### src/rtl/memclk_pkg.sv
package memclk_pkg;
  localparam int CODE_W   = 3;
  localparam int HALF_W   = 4;
  localparam int HALF_OFS = 3;
  localparam logic [CODE_W-1:0] RESET_CODE = 3'b011;

  // Ratio expressed in half core cycles: code + 3.
  function automatic logic [HALF_W-1:0] half_ratio(input logic [CODE_W-1:0] code);
    return HALF_W'(code) + HALF_W'(HALF_OFS);
  endfunction
endpackage

### src/rtl/memclk_ctrl.sv
module memclk_ctrl
  import memclk_pkg::*;
#(
  parameter int C_W = CODE_W
) (
  input  logic           clk,
  input  logic           rst,
  input  logic [C_W-1:0] ratio_code,
  input  logic           start,
  input  logic           boundary,
  output logic           running,
  output logic           launch,
  output logic           apply,
  output logic [C_W-1:0] act_code
);
  logic           start_q;
  logic           start_rise;
  logic           code_ok;
  logic [C_W-1:0] pend_code;
  logic           pend_valid;

  assign start_rise = start & ~start_q;
  assign code_ok    = (ratio_code != '0);
  assign launch     = start_rise & ~running;
  assign apply      = pend_valid;

  always_ff @(posedge clk) begin
    if (rst) begin
      start_q    <= 1'b0;
      running    <= 1'b0;
      act_code   <= C_W'(RESET_CODE);
      pend_code  <= '0;
      pend_valid <= 1'b0;
    end else begin
      start_q <= start;
      if (launch) begin
        running    <= 1'b1;
        pend_valid <= 1'b0;
        if (code_ok) act_code <= ratio_code;
      end else begin
        if (running && boundary && pend_valid) begin
          act_code   <= pend_code;
          pend_valid <= 1'b0;
        end
        if (running && start_rise && code_ok) begin
          pend_code  <= ratio_code;
          pend_valid <= 1'b1;
        end
      end
    end
  end

  AST_CODE_NONZERO: assert property (@(posedge clk) disable iff (rst)
    running |-> (act_code != '0));
  AST_SWITCH_AT_BOUNDARY: assert property (@(posedge clk) disable iff (rst)
    (running && !boundary) |=> $stable(act_code));
  AST_STAY_RUNNING: assert property (@(posedge clk) disable iff (rst)
    running |=> running);
endmodule

### src/rtl/memclk_counter.sv
module memclk_counter
  import memclk_pkg::*;
#(
  parameter int C_W = CODE_W,
  parameter int H_W = HALF_W,
  parameter int CNT_W = 4
) (
  input  logic           clk,
  input  logic           rst,
  input  logic           running,
  input  logic           launch,
  input  logic           apply,
  input  logic [C_W-1:0] act_code,
  output logic           boundary,
  output logic           level,
  output logic           first
);
  logic [H_W-1:0]   half;
  logic [CNT_W-1:0] base_len;
  logic [CNT_W-1:0] per_len;
  logic [CNT_W-1:0] hi_len;
  logic [CNT_W-1:0] cnt;
  logic             alt;

  assign half     = half_ratio(act_code);
  assign base_len = CNT_W'(half >> 1);
  assign per_len  = base_len + CNT_W'(half[0] & alt);
  assign hi_len   = per_len >> 1;
  assign boundary = running && (cnt == per_len - CNT_W'(1));
  assign level    = (cnt < hi_len);
  assign first    = (cnt == '0);

  always_ff @(posedge clk) begin
    if (rst) begin
      cnt <= '0;
      alt <= 1'b0;
    end else if (launch) begin
      cnt <= '0;
      alt <= 1'b0;
    end else if (running) begin
      if (boundary) begin
        cnt <= '0;
        alt <= apply ? 1'b0 : ~alt;
      end else begin
        cnt <= cnt + CNT_W'(1);
      end
    end
  end

  AST_CNT_IN_RANGE: assert property (@(posedge clk) disable iff (rst)
    running |-> (cnt < per_len));
  AST_BOUNDARY_WRAPS: assert property (@(posedge clk) disable iff (rst)
    (boundary && !launch) |=> (cnt == '0));
endmodule

### src/rtl/memclk_out.sv
module memclk_out (
  input  logic clk,
  input  logic rst,
  input  logic running,
  input  logic mask,
  input  logic level,
  input  logic first,
  output logic mclk_out,
  output logic mclk_rise
);
  always_ff @(posedge clk) begin
    if (rst) begin
      mclk_out  <= 1'b0;
      mclk_rise <= 1'b0;
    end else begin
      mclk_out  <= running & ~mask & level;
      mclk_rise <= running & first;
    end
  end

  AST_MASK_HOLDS_LOW: assert property (@(posedge clk) disable iff (rst)
    mask |=> !mclk_out);
  AST_IDLE_QUIET: assert property (@(posedge clk) disable iff (rst)
    !running |=> (!mclk_out && !mclk_rise));
  AST_RISE_ONE_CYCLE: assert property (@(posedge clk) disable iff (rst)
    mclk_rise |=> !mclk_rise);
  AST_RISE_WITH_CLOCK: assert property (@(posedge clk) disable iff (rst)
    (mclk_rise && !mclk_out) |-> $past(mask));
endmodule

### src/rtl/memclk_gen.sv
module memclk_gen
  import memclk_pkg::*;
#(
  parameter int C_W   = CODE_W,
  parameter int CNT_W = 4
) (
  input  logic           clk,
  input  logic           rst,
  input  logic [C_W-1:0] ratio_code,
  input  logic           start,
  input  logic           mask,
  output logic           mclk_out,
  output logic           mclk_rise
);
  logic           running;
  logic           launch;
  logic           apply;
  logic           boundary;
  logic           level;
  logic           first;
  logic [C_W-1:0] act_code;

  memclk_ctrl #(.C_W(C_W)) u_ctrl (
    .clk(clk), .rst(rst), .ratio_code(ratio_code), .start(start),
    .boundary(boundary), .running(running), .launch(launch),
    .apply(apply), .act_code(act_code)
  );

  memclk_counter #(.C_W(C_W), .H_W(HALF_W), .CNT_W(CNT_W)) u_counter (
    .clk(clk), .rst(rst), .running(running), .launch(launch),
    .apply(apply), .act_code(act_code), .boundary(boundary),
    .level(level), .first(first)
  );

  memclk_out u_out (
    .clk(clk), .rst(rst), .running(running), .mask(mask),
    .level(level), .first(first), .mclk_out(mclk_out), .mclk_rise(mclk_rise)
  );
endmodule

### config.mk
export PLATFORM = sky130hd
export DESIGN_NAME = memclk_gen
export DESIGN_NICKNAME = d
export VERILOG_FILES = /design/src/rtl/memclk_pkg.sv /design/src/rtl/memclk_ctrl.sv /design/src/rtl/memclk_counter.sv /design/src/rtl/memclk_out.sv /design/src/rtl/memclk_gen.sv
export SDC_FILE = /design/constraint.sdc
export NUM_CORES = 1
export LEC_CHECK = 0
export BUFFER_PORTS_ARGS = -buffer_cell sky130_fd_sc_hd__buf_4
export CAP_MARGIN = 20
export CELL_PAD_IN_SITES_DETAIL_PLACEMENT = 1
export CELL_PAD_IN_SITES_GLOBAL_PLACEMENT = 1
export CORE_UTILIZATION = 47
export DETAILED_ROUTE_END_ITERATION = 16
export GPL_TIMING_DRIVEN = 0
export PLACE_DENSITY_LB_ADDON = 0.08
export RECOVER_POWER = 50
export SLEW_MARGIN = 20
export SYNTH_ARGS = -nofsm -noshare
export SYNTH_HDL_FRONTEND = slang
export SYNTH_HIERARCHICAL = 1
export SYNTH_SLANG_ARGS = --single-unit
### constraint.sdc
create_clock -name clk -period 7.85 [get_ports clk]
set_clock_uncertainty 0.2 [all_clocks]
set_input_delay 0.785 -clock clk [delete_from_list [all_inputs] [get_ports clk]]
set_output_delay 0.785 -clock clk [all_outputs]
set_load 0.05 [all_outputs]
* After elaboration in Yosys (flattened, before gate mapping)
Index checks and enable logic that the tools add are counted.
** Storage, ports and cells
- Word-level logic and storage cells :: 47
- Output and inout port bits :: 2
- Register bits after elaboration :: 16
** Cells by class
- Add/subtract/negate cells :: 4
- Reductions and logical operators :: 13
- Equal/unequal tests :: 2
- Bitwise gates (word level) :: 11
- Multiplexer cells :: 7
- Order comparisons :: 1
** Operators by type and width (count)
- $mux W3 :: 3
- $and A1 B1 Y1 :: 6
- $reduce_and A2 Y1 :: 3
- $logic_and A1 B1 Y1 :: 5
- $not A1 Y1 :: 5
- $add A3 B2 Y4 const B :: 1
- $add A3 B4 Y4 :: 1
- $add A4 B1 Y4 const B :: 1
- $eq A4 B4 Y1 :: 1
- $logic_not A4 Y1 :: 1
- $lt A4 B3 Y1 :: 1
- $mux W4 :: 1
- $reduce_bool A2 Y1 :: 2
- $sub A4 B1 Y4 const B :: 1
- $mux W1 :: 3
- $reduce_bool A3 Y1 :: 1
- $ne A2 B1 Y1 const B :: 1
- $reduce_or A2 Y1 :: 1

* Depth between registers and ports, before layout
Gate-level depths: netlist of the first run.
- Word-level depth :: 10
- Gate-level depth with buffers :: 14
- Gate-level depth less buffers :: 14

* Modules after synthesis
Netlist of the first run, hierarchy kept.
** By module, submodules not included
- memclk_counter :: instances 1, area an instance 506.7 um2, cells each 55
- memclk_ctrl :: instances 1, area an instance 416.6 um2, cells each 44
- memclk_out :: instances 1, area an instance 62.6 um2, cells each 4

* Worst setup path before layout of the first run
No wires, ideal clock.
- Path type :: reg2reg
- From :: register u_ctrl.act_code[0]
- To :: register u_ctrl.act_code[2]
- Slack :: 5.041 ns
- Cell stages (with the launch flop) :: 15
- Arrival time :: 2.522 ns
- Required time :: 7.564 ns
- Buffers on the path :: 0
- Period minus slack after synthesis :: 2.809 ns
- Path through :: dfxtp_1 > inv_1 > ha_1 > inv_1 > ha_1 > ha_1 > inv_1 > ha_1 > xor2_1 > and3_1 > nand4_1 > nand2_2 > nand3_1 > o21ai_2 > a221oi_2
** On the way
- Longest elaborated chain between the ends :: 10
** RTL lines
- start: declaration :: RTL line memclk_ctrl.sv:14 : output logic [C_W-1:0] act_code
- start signal: assignment :: RTL line memclk_ctrl.sv:31 : act_code <= C_W'(RESET_CODE);
- start signal: assignment :: RTL line memclk_ctrl.sv:39 : if (code_ok) act_code <= ratio_code;
- start signal: assignment :: RTL line memclk_ctrl.sv:42 : act_code <= pend_code;
- $add A3 B2 Y4 * :: RTL line memclk_pkg.sv:9 : return HALF_W'(code) + HALF_W'(HALF_OFS);
- $and A1 B1 Y1 :: RTL line memclk_counter.sv:27 : assign per_len = base_len + CNT_W'(half[0] & alt);
- $add A3 B4 Y4 * :: RTL line memclk_counter.sv:27
- $sub A4 B1 Y4 * :: RTL line memclk_counter.sv:29 : assign boundary = running && (cnt == per_len - CNT_W'(1));
- $eq A4 B4 Y1 * :: RTL line memclk_counter.sv:29
- $logic_and A1 B1 Y1 * :: RTL line memclk_counter.sv:29
- net boundary :: RTL line memclk_gen.sv:18 : logic boundary;
- $logic_and A1 B1 Y1 * (2 in series) :: RTL line memclk_ctrl.sv:41 : if (running && boundary && pend_valid) begin
- $reduce_bool A2 Y1 (no source line) *
- $reduce_and A2 Y1 (no source line) *
Mark *: on every way through the listed nets, which the timed path passes. The rest lies on a longest branch.
A chain may end at the register's enable or synchronous reset.

* Final worst setup path of the first run
- From :: register u_ctrl.act_code[0]
- To :: register u_ctrl.act_code[1]
Same word-level chain as after synthesis.

==> results.md, run 1 <==
- Outcome: finished, final reports clean
- Non-Filler Instances: 142
- Worst reg2reg endpoint: u_ctrl/act_code[1]$_SDFFE_PP1P_
- Hold Crit Class: flip-flop to flip-flop
- Fraction of layout cells with a size suffix above 1: 0.174
- ANT cells: 0
- H-tree Lvls: 1
- CTS Hold Bufs: 0
- Final antenna-violating net count: 0
- F_max: 323 MHz
- Final nets: 131
- Pwr/cell area: 168 mW/mm^2
- Worst EP arrival: 3.12 ns
- I/O pin total: 9
- I/O Buffers: 8
- Mapped Nets: 118
- Wire length on met2: 1110 um
- Finished Cell Area: 0.00110 mm^2
- Max Slew Vio Count: 0
- WL met1: 995 um
- DRT Pass-1 Iters: 4
- Syn avg cell area: 9.57 um^2
- Starting Density: 0.503
- Die ar.: 0.00228 mm^2
- Wirelength, routed: 2140 um
- Kind of critical path: flip-flop to flip-flop
- Register area: 320 um^2
- Startpoint Class: flip-flop
- Reg clk slew, reported paths: 0.10 ns
- Unrepaired setup endpoints after global routing: no
- Placed Area: 0.00108 mm^2
- Reg2reg start: u_ctrl/act_code[0]$_SDFFE_PP1P_
- Seq/Total Area, Yosys: 0.325
- Final setup fails: 0
- Worst-Skew Late Latency: 0.29 ns
- Slew Limit Headroom: 0.553
- Max-Cap Viols: 0
- Met3 wire len: 27 um
- Top Metal Used: met3
- Worst setup endpoint: u_ctrl/act_code[1]$_SDFFE_PP1P_
- CTS root buffer: clkbuf_4
- Post_cts resized: 0
- Top post-synthesis cells by area: dfxtp_1 32%, ha_1 10%, xor2_1 5.3%
- Tightest Pin Transition: 0.666 ns
- Vias in the first global route: 765
- Worst R2R Setup Slack: 4.75 ns
- Core box area: 0.00196 mm^2
- Hpwl dp: 1590 um
- Top-area cell type share of the netlist area: 0.325
- Largest net degree at the start of global routing: 11
- Post-DR vias/cell: 5.52
- Cell count after synthesis: 103
- Final Hold Fails: 0
- Setup repair bufs after CTS: 0
- Inserted Clock Buffers: 3
- Fillers: 259
- Setup TNS: 0 ns
- DR WL/cell: 15.0 um
- Vias: 784
- Clock tree buffer depth: 2
- DP Worst Slack: 4.77 ns
- Critical path endpoint category: flip-flop
- Initial antenna violation count: 0
- Cell taking the most area after synthesis: dfxtp_1
- Gr ovfl total: 0
- Die Wd: 47.8 um
- Drt first-iter violations: 8
- Netlist Area Pre-Place: 986 um^2
- Reg2Reg Depth: 14
- DRC Markers: 0
- Peak supply drop: 0.108 mV
- Area grow syn2layout: 11.7%
- Period utilization: 0.395
- Critical path origin: u_ctrl/act_code[0]$_SDFFE_PP1P_
- Distinct cells, synth: 39
- Global-route usage over all layers: 0.205
- Final Critical Period: 3.10 ns
- Clk sinks: 16
- Setup ws final: 4.75 ns
- Synth Register Bits: 16
- Most frequent cells in the layout: 16 x dfxtp_1, 8 x ha_1, 7 x inv_1
- Row count: 16
- Die Ht: 47.8 um
- Global-route wire length before repair: 3290 um
- Yosys warning count: 6
- CP max FO: 6
- Inst Count DP: 138
- Crit path required time: 7.87 ns
- Leakage: 0.462 nW
- GPL Wtd Cong: 0.727
- CTS tree: done
- Commonest non-fill, non-tap cell in the layout: dfxtp_1
- Multi-input gate area: 616 um^2
[synth_stat cells, drive strengths merged]
cell type	instances
dfxtp	16
ha	8
inv	7
nor2	6
o21ai	6
xor2	6
nand3	5
a21oi	4
mux2i	4
nor3	4
a221oi	3
nand2	3
nand2b	3
nand4	3
nor2b	3
and2b	2
xnor2	2
a211oi	1
a2bb2oi	1
a31oi	1
and3	1
and3b	1
and4bb	1
buf	1
clkbuf	1
clkinv	1
nand3b	1
nand4bb	1
nor3b	1
o2111ai	1
o32ai	1
or2	1
or3	1
or3b	1
xor3	1
[kinds of logic after synthesis]
logic type,after synthesis,share of synthesized area
multiplexers,4,0.0406
buffers and inverters,10,0.0508
AO/OA/AOI/OAI,18,0.146
adder cells (fa/ha/maj),8,0.102
XOR/XNOR,9,0.0952
AND/OR/NAND/NOR,38,0.241
flip-flops,16,0.325
[critical path, stage by stage (launching register included)]
cell	delay, ns
dfxtp_1	0.46
inv_1	0.07
ha_1	0.28
inv_1	0.04
ha_1	0.21
ha_1	0.30
inv_1	0.06
ha_1	0.28
xor2_1	0.15
and3_1	0.21
nand4_1	0.13
nand2_2	0.18
nand3_1	0.13
o21ai_2	0.12
mux2i_1	0.21
[worst min path at each step]
stage	to	from	cells past startpoint
2_1_floorplan	u_counter/alt$_SDFFE_PP0P_	u_counter/alt$_SDFFE_PP0P_	2
3_3_place_gp	u_counter/alt$_SDFFE_PP0P_	u_counter/alt$_SDFFE_PP0P_	2
3_5_place_dp	u_counter/alt$_SDFFE_PP0P_	u_counter/alt$_SDFFE_PP0P_	2
4_1_cts	u_counter/alt$_SDFFE_PP0P_	u_counter/alt$_SDFFE_PP0P_	2
5_1_grt	u_counter/alt$_SDFFE_PP0P_	u_counter/alt$_SDFFE_PP0P_	2
6_report	u_counter/alt$_SDFFE_PP0P_	u_counter/alt$_SDFFE_PP0P_	2
[power breakdown]
group / switching, mW / internal, mW / total [mW]
Combinational: 0.0217 / 0.0170 / 0.0387
Sequential: 0.00541 / 0.0854 / 0.0908
Clock: 0.0272 / 0.0282 / 0.0555
[registers in the layout, indices dropped and copies added, names as in the netlist]
name	count
u_ctrl/apply	1
u_counter/alt	1
u_out/mclk_out	1
u_counter/cnt	4
u_ctrl/act_code	3
u_ctrl/pend_code	3
u_out/mclk_rise	1
u_ctrl/running	1
u_ctrl/start_q	1
[metal layers]
layer | vias up | global-route usage
met3 | 0 | 0.0226
met4 | 0 | 0.0667
met5 | - | 0
li1 | 396 | -
met1 | 379 | 0.254
met2 | 9 | 0.368
[per-stage QoR]
step,power [mW],hold slack (ns),util
after global routing,0.195,0.313,0.561
final,0.185,0.279,0.561
after global placement,0.130,0.254,0.550
after CTS,0.188,0.285,0.569
after floorplan,0.120,0.239,-
after detailed placement,0.132,0.271,0.550
[area by class of cell]
type | count | share of cell area
buffer | 2 | 0.0136
clock buffer | 4 | 0.0330
inverter | 8 | 0.0318
multi-input combinational | 77 | 0.559
sequential | 16 | 0.291
tap | 27 | 0.0307
timing repair buffer | 8 | 0.0409
Note: power is estimated with default switching activity, not from simulation.
==> inputs of run 2 (changes only) <==
Settings changed: CORE_UTILIZATION 47 to 44.
Clock period 7.85 ns to 2.96 ns, I/O delays scaled along.
==> run 2 against run 1 <==
Net effect: non-clock buffer count grew 7; sequential power grew to 2.6 times the previous value; worst hold slack got worse by 0.23 ns; maximum frequency grew 6.9%; utilization is 4.1 points higher; first-iteration DRC count rose by 38%; critical path depth is the same; via count increased by 6.4%; sequential share of layout area is 2.4 points lower; sequential cell count did not move; largest power group unchanged.
==> results.md, run 2 (same netlist as run 1, synthesis figures left out) <==
- DRC Markers: 0 (unchanged)
- Reg2Reg Depth: 14 (unchanged)
- Startpoint Class: flip-flop (unchanged)
- Most frequent cells in the layout: 14 x dfxtp_1, 12 x buf_4, 7 x inv_1 (was 16 x dfxtp_1, 8 x ha_1, 7 x inv_1)
- CP delay by family, top: adder cells (unchanged)
- CTS Hold Bufs: 0 (unchanged)
- Final setup fails: 0 (unchanged)
- Die ar.: 0.00243 mm^2 (was 0.00228 mm^2)
- F_max: 345 MHz (was 323 MHz)
- CP cell instances: inv_1, ha_1, inv_1, ha_4, ha_4, inv_1, ha_4, xor2_1, and3_4, nand4_1, nand2_4, buf_4, buf_4, mux2i_1 (was inv_1, ha_1, inv_1, ha_1, ha_1, inv_1, ha_1, xor2_1, and3_1, nand4_1, nand2_2, nand3_1, o21ai_2, mux2i_1)
- Worst-Skew Late Latency: 0.28 ns (was 0.29 ns)
- Wirelength, routed: 2460 um (was 2140 um)
- Final nets: 138 (was 131)
- Peak supply drop: 0.273 mV (was 0.108 mV)
- Vias: 834 (was 784)
- Clock tree buffer depth: 2 (unchanged)
- Hold Crit Class: primary input to flip-flop (was flip-flop to flip-flop)
- CP bufs+invs: 5 (was 3)
- Largest registers: u_counter/cnt x4, u_ctrl/act_code x3, u_ctrl/pend_code x3 (unchanged)
- Net Sw Power: 152 uW (was 54.4 uW)
- Setup TNS: 0 ns (unchanged)
- Final Critical Period: 2.90 ns (was 3.10 ns)
- Tightest Pin Transition: 0.776 ns (was 0.666 ns)
- Commonest non-fill, non-tap cell in the layout: dfxtp_1 (unchanged)
- Final antenna-violating net count: 0 (unchanged)
- Post-DR vias/cell: 5.64 (was 5.52)
- Crit path required time: 2.98 ns (was 7.87 ns)
- Critical Path Max Stage Delay: 0.36 ns (was 0.46 ns)
- Core box area: 0.00204 mm^2 (was 0.00196 mm^2)
- Met2 usage: 0.379 (was 0.368)
- Fraction of layout cells with a size suffix above 1: 0.281 (was 0.174)
- Max-Cap Viols: 0 (unchanged)
- Critical path endpoint category: flip-flop (unchanged)
- Period utilization: 0.979 (was 0.395)
- Outcome: finished, final reports clean (unchanged)
- Final Hold Fails: 0 (unchanged)
- Slew Limit Headroom: 0.479 (was 0.553)
- Critical path depth: 14 (unchanged)
- Starting Density: 0.483 (was 0.503)
- CP max-delay cell: dfxtp_4 (was dfxtp_1)
- I/O Buffers: 8 (unchanged)
- Max reg flops: 4 (unchanged)
- Internal: 341 uW (was 131 uW)
- Die Ht: 49.3 um (was 47.8 um)
- DRT Pass-1 Iters: 4 (unchanged)
- Net Sw Frac: 0.309 (was 0.294)
- Pwr/cell area: 401 mW/mm^2 (was 168 mW/mm^2)
- GR Util met1: 0.250 (was 0.254)
- H-tree Lvls: 1 (unchanged)
- Global-route usage over all layers: 0.208 (was 0.205)
- Row count: 16 (unchanged)
- Met3 usage: 0.0280 (was 0.0226)
- CP max FO: 4 (was 6)
- DR WL/cell: 16.6 um (was 15.0 um)
- Largest Register: u_counter/cnt (unchanged)
- Reg clk slew, reported paths: 0.09 ns (was 0.10 ns)
- Initial antenna violation count: 0 (unchanged)
- I/O pin total: 9 (unchanged)
- Inserted Clock Buffers: 3 (unchanged)
- Drt first-iter violations: 11 (was 8)
- Gr ovfl total: 0 (unchanged)
- GPL Wtd Cong: 0.754 (was 0.727)
- Reg power frac: 0.483 (was 0.491)
- Kind of critical path: flip-flop to flip-flop (unchanged)
- Fillers: 237 (was 259)
- Hold Crit Depth: 2 (unchanged)
- Die Wd: 49.3 um (was 47.8 um)
- CTS tree: done (unchanged)
- Global-route wire length before repair: 3860 um (was 3290 um)
- Clock share of power: 0.230 (was 0.300)
- Max Slew Vio Count: 0 (unchanged)
- Most used routing layer: met2 (unchanged)
- CTS root buffer: clkbuf_4 (unchanged)
- Clk sinks: 16 (unchanged)
- Fin util: 0.602 (was 0.561)
- Worst EP arrival: 2.92 ns (was 3.12 ns)
- Combinational fraction of design power: 0.287 (was 0.209)
- Largest net degree at the start of global routing: 11 (unchanged)
- Hpwl dp: 1680 um (was 1590 um)
- Leakage: 0.493 nW (was 0.462 nW)
- ANT cells: 0 (unchanged)
- Area grow syn2layout: 24.7% (was 11.7%)
- Vias in the first global route: 870 (was 765)
-- run 2: changes by cell type in the layout (fill, tap and decap cells not counted), sizes merged --
cell / before / now
clkbuf: 9 / 7
buf: 5 / 13
-- run 2: through the flow --
step                      total power, mW  cells  setup slack, ns  hold slack [ns]  area [um^2]
after floorplan                     0.320    103            0.151            0.224          986
after global placement              0.345    138          -0.0540            0.262         1080
after detailed placement            0.351    138           -0.147            0.273         1080
after CTS                           0.478    146           0.0197           0.0457         1170
after global routing                0.519    148          -0.0518           0.0515         1230
final                               0.493    148           0.0610           0.0465         1230
-- run 2: cell type report --
cell class                 count  area [um^2]  share of cell area
multi-input combinational     77          694               0.565
timing repair buffer          15          101              0.0824
sequential                    16          328               0.267
buffer                         2         15.0              0.0122
tap                           27         33.8              0.0275
inverter                       8         35.0              0.0285
clock buffer                   3         22.5              0.0183
-- run 2: repair_timing --
item	4_1_cts	5_1_grt
pin swaps	3	2
endpoints found under the setup margin	4	6
buffers inserted	5	2
gates resized for setup	8	6
-- run 2: power groups by stage --
stage / Sequential, mW / Clock, mW / Combinational (mW)
2_1_floorplan: 0.246 / 0 / 0.0732
3_3_place_gp: 0.245 / 0 / 0.100
3_5_place_dp: 0.246 / 0 / 0.105
4_1_cts: 0.238 / 0.116 / 0.123
5_1_grt: 0.241 / 0.125 / 0.153
6_report: 0.238 / 0.113 / 0.142
-- run 2: layer usage --
layer  wire (um)  share of wire
met5           0              0
met4          12         0.0049
met3          84          0.034
met2        1280           0.52
met1        1090           0.44
-- run 2: final timing paths --
path	start	end	slack, ns
worst min register to register	u_ctrl/pend_code[0]$_SDFFE_PP0P_	u_ctrl/pend_code[0]$_SDFFE_PP0P_	0.29
worst min-delay path	start	u_ctrl/start_q$_SDFF_PP0_	0.05
worst max-delay path	u_ctrl/act_code[0]$_SDFFE_PP1P_	u_counter/alt$_SDFFE_PP0P_	0.06
worst max register to register	u_ctrl/act_code[0]$_SDFFE_PP1P_	u_counter/alt$_SDFFE_PP0P_	0.06
-- run 2: worst reg2reg max path: stages (launching register included) --
cell,delay (ns)
dfxtp_4,0.36
inv_1,0.05
ha_1,0.28
inv_1,0.06
ha_4,0.18
ha_4,0.26
inv_1,0.07
ha_4,0.27
xor2_1,0.15
and3_4,0.23
nand4_1,0.16
nand2_4,0.14
buf_4,0.12
buf_4,0.12
mux2i_1,0.18
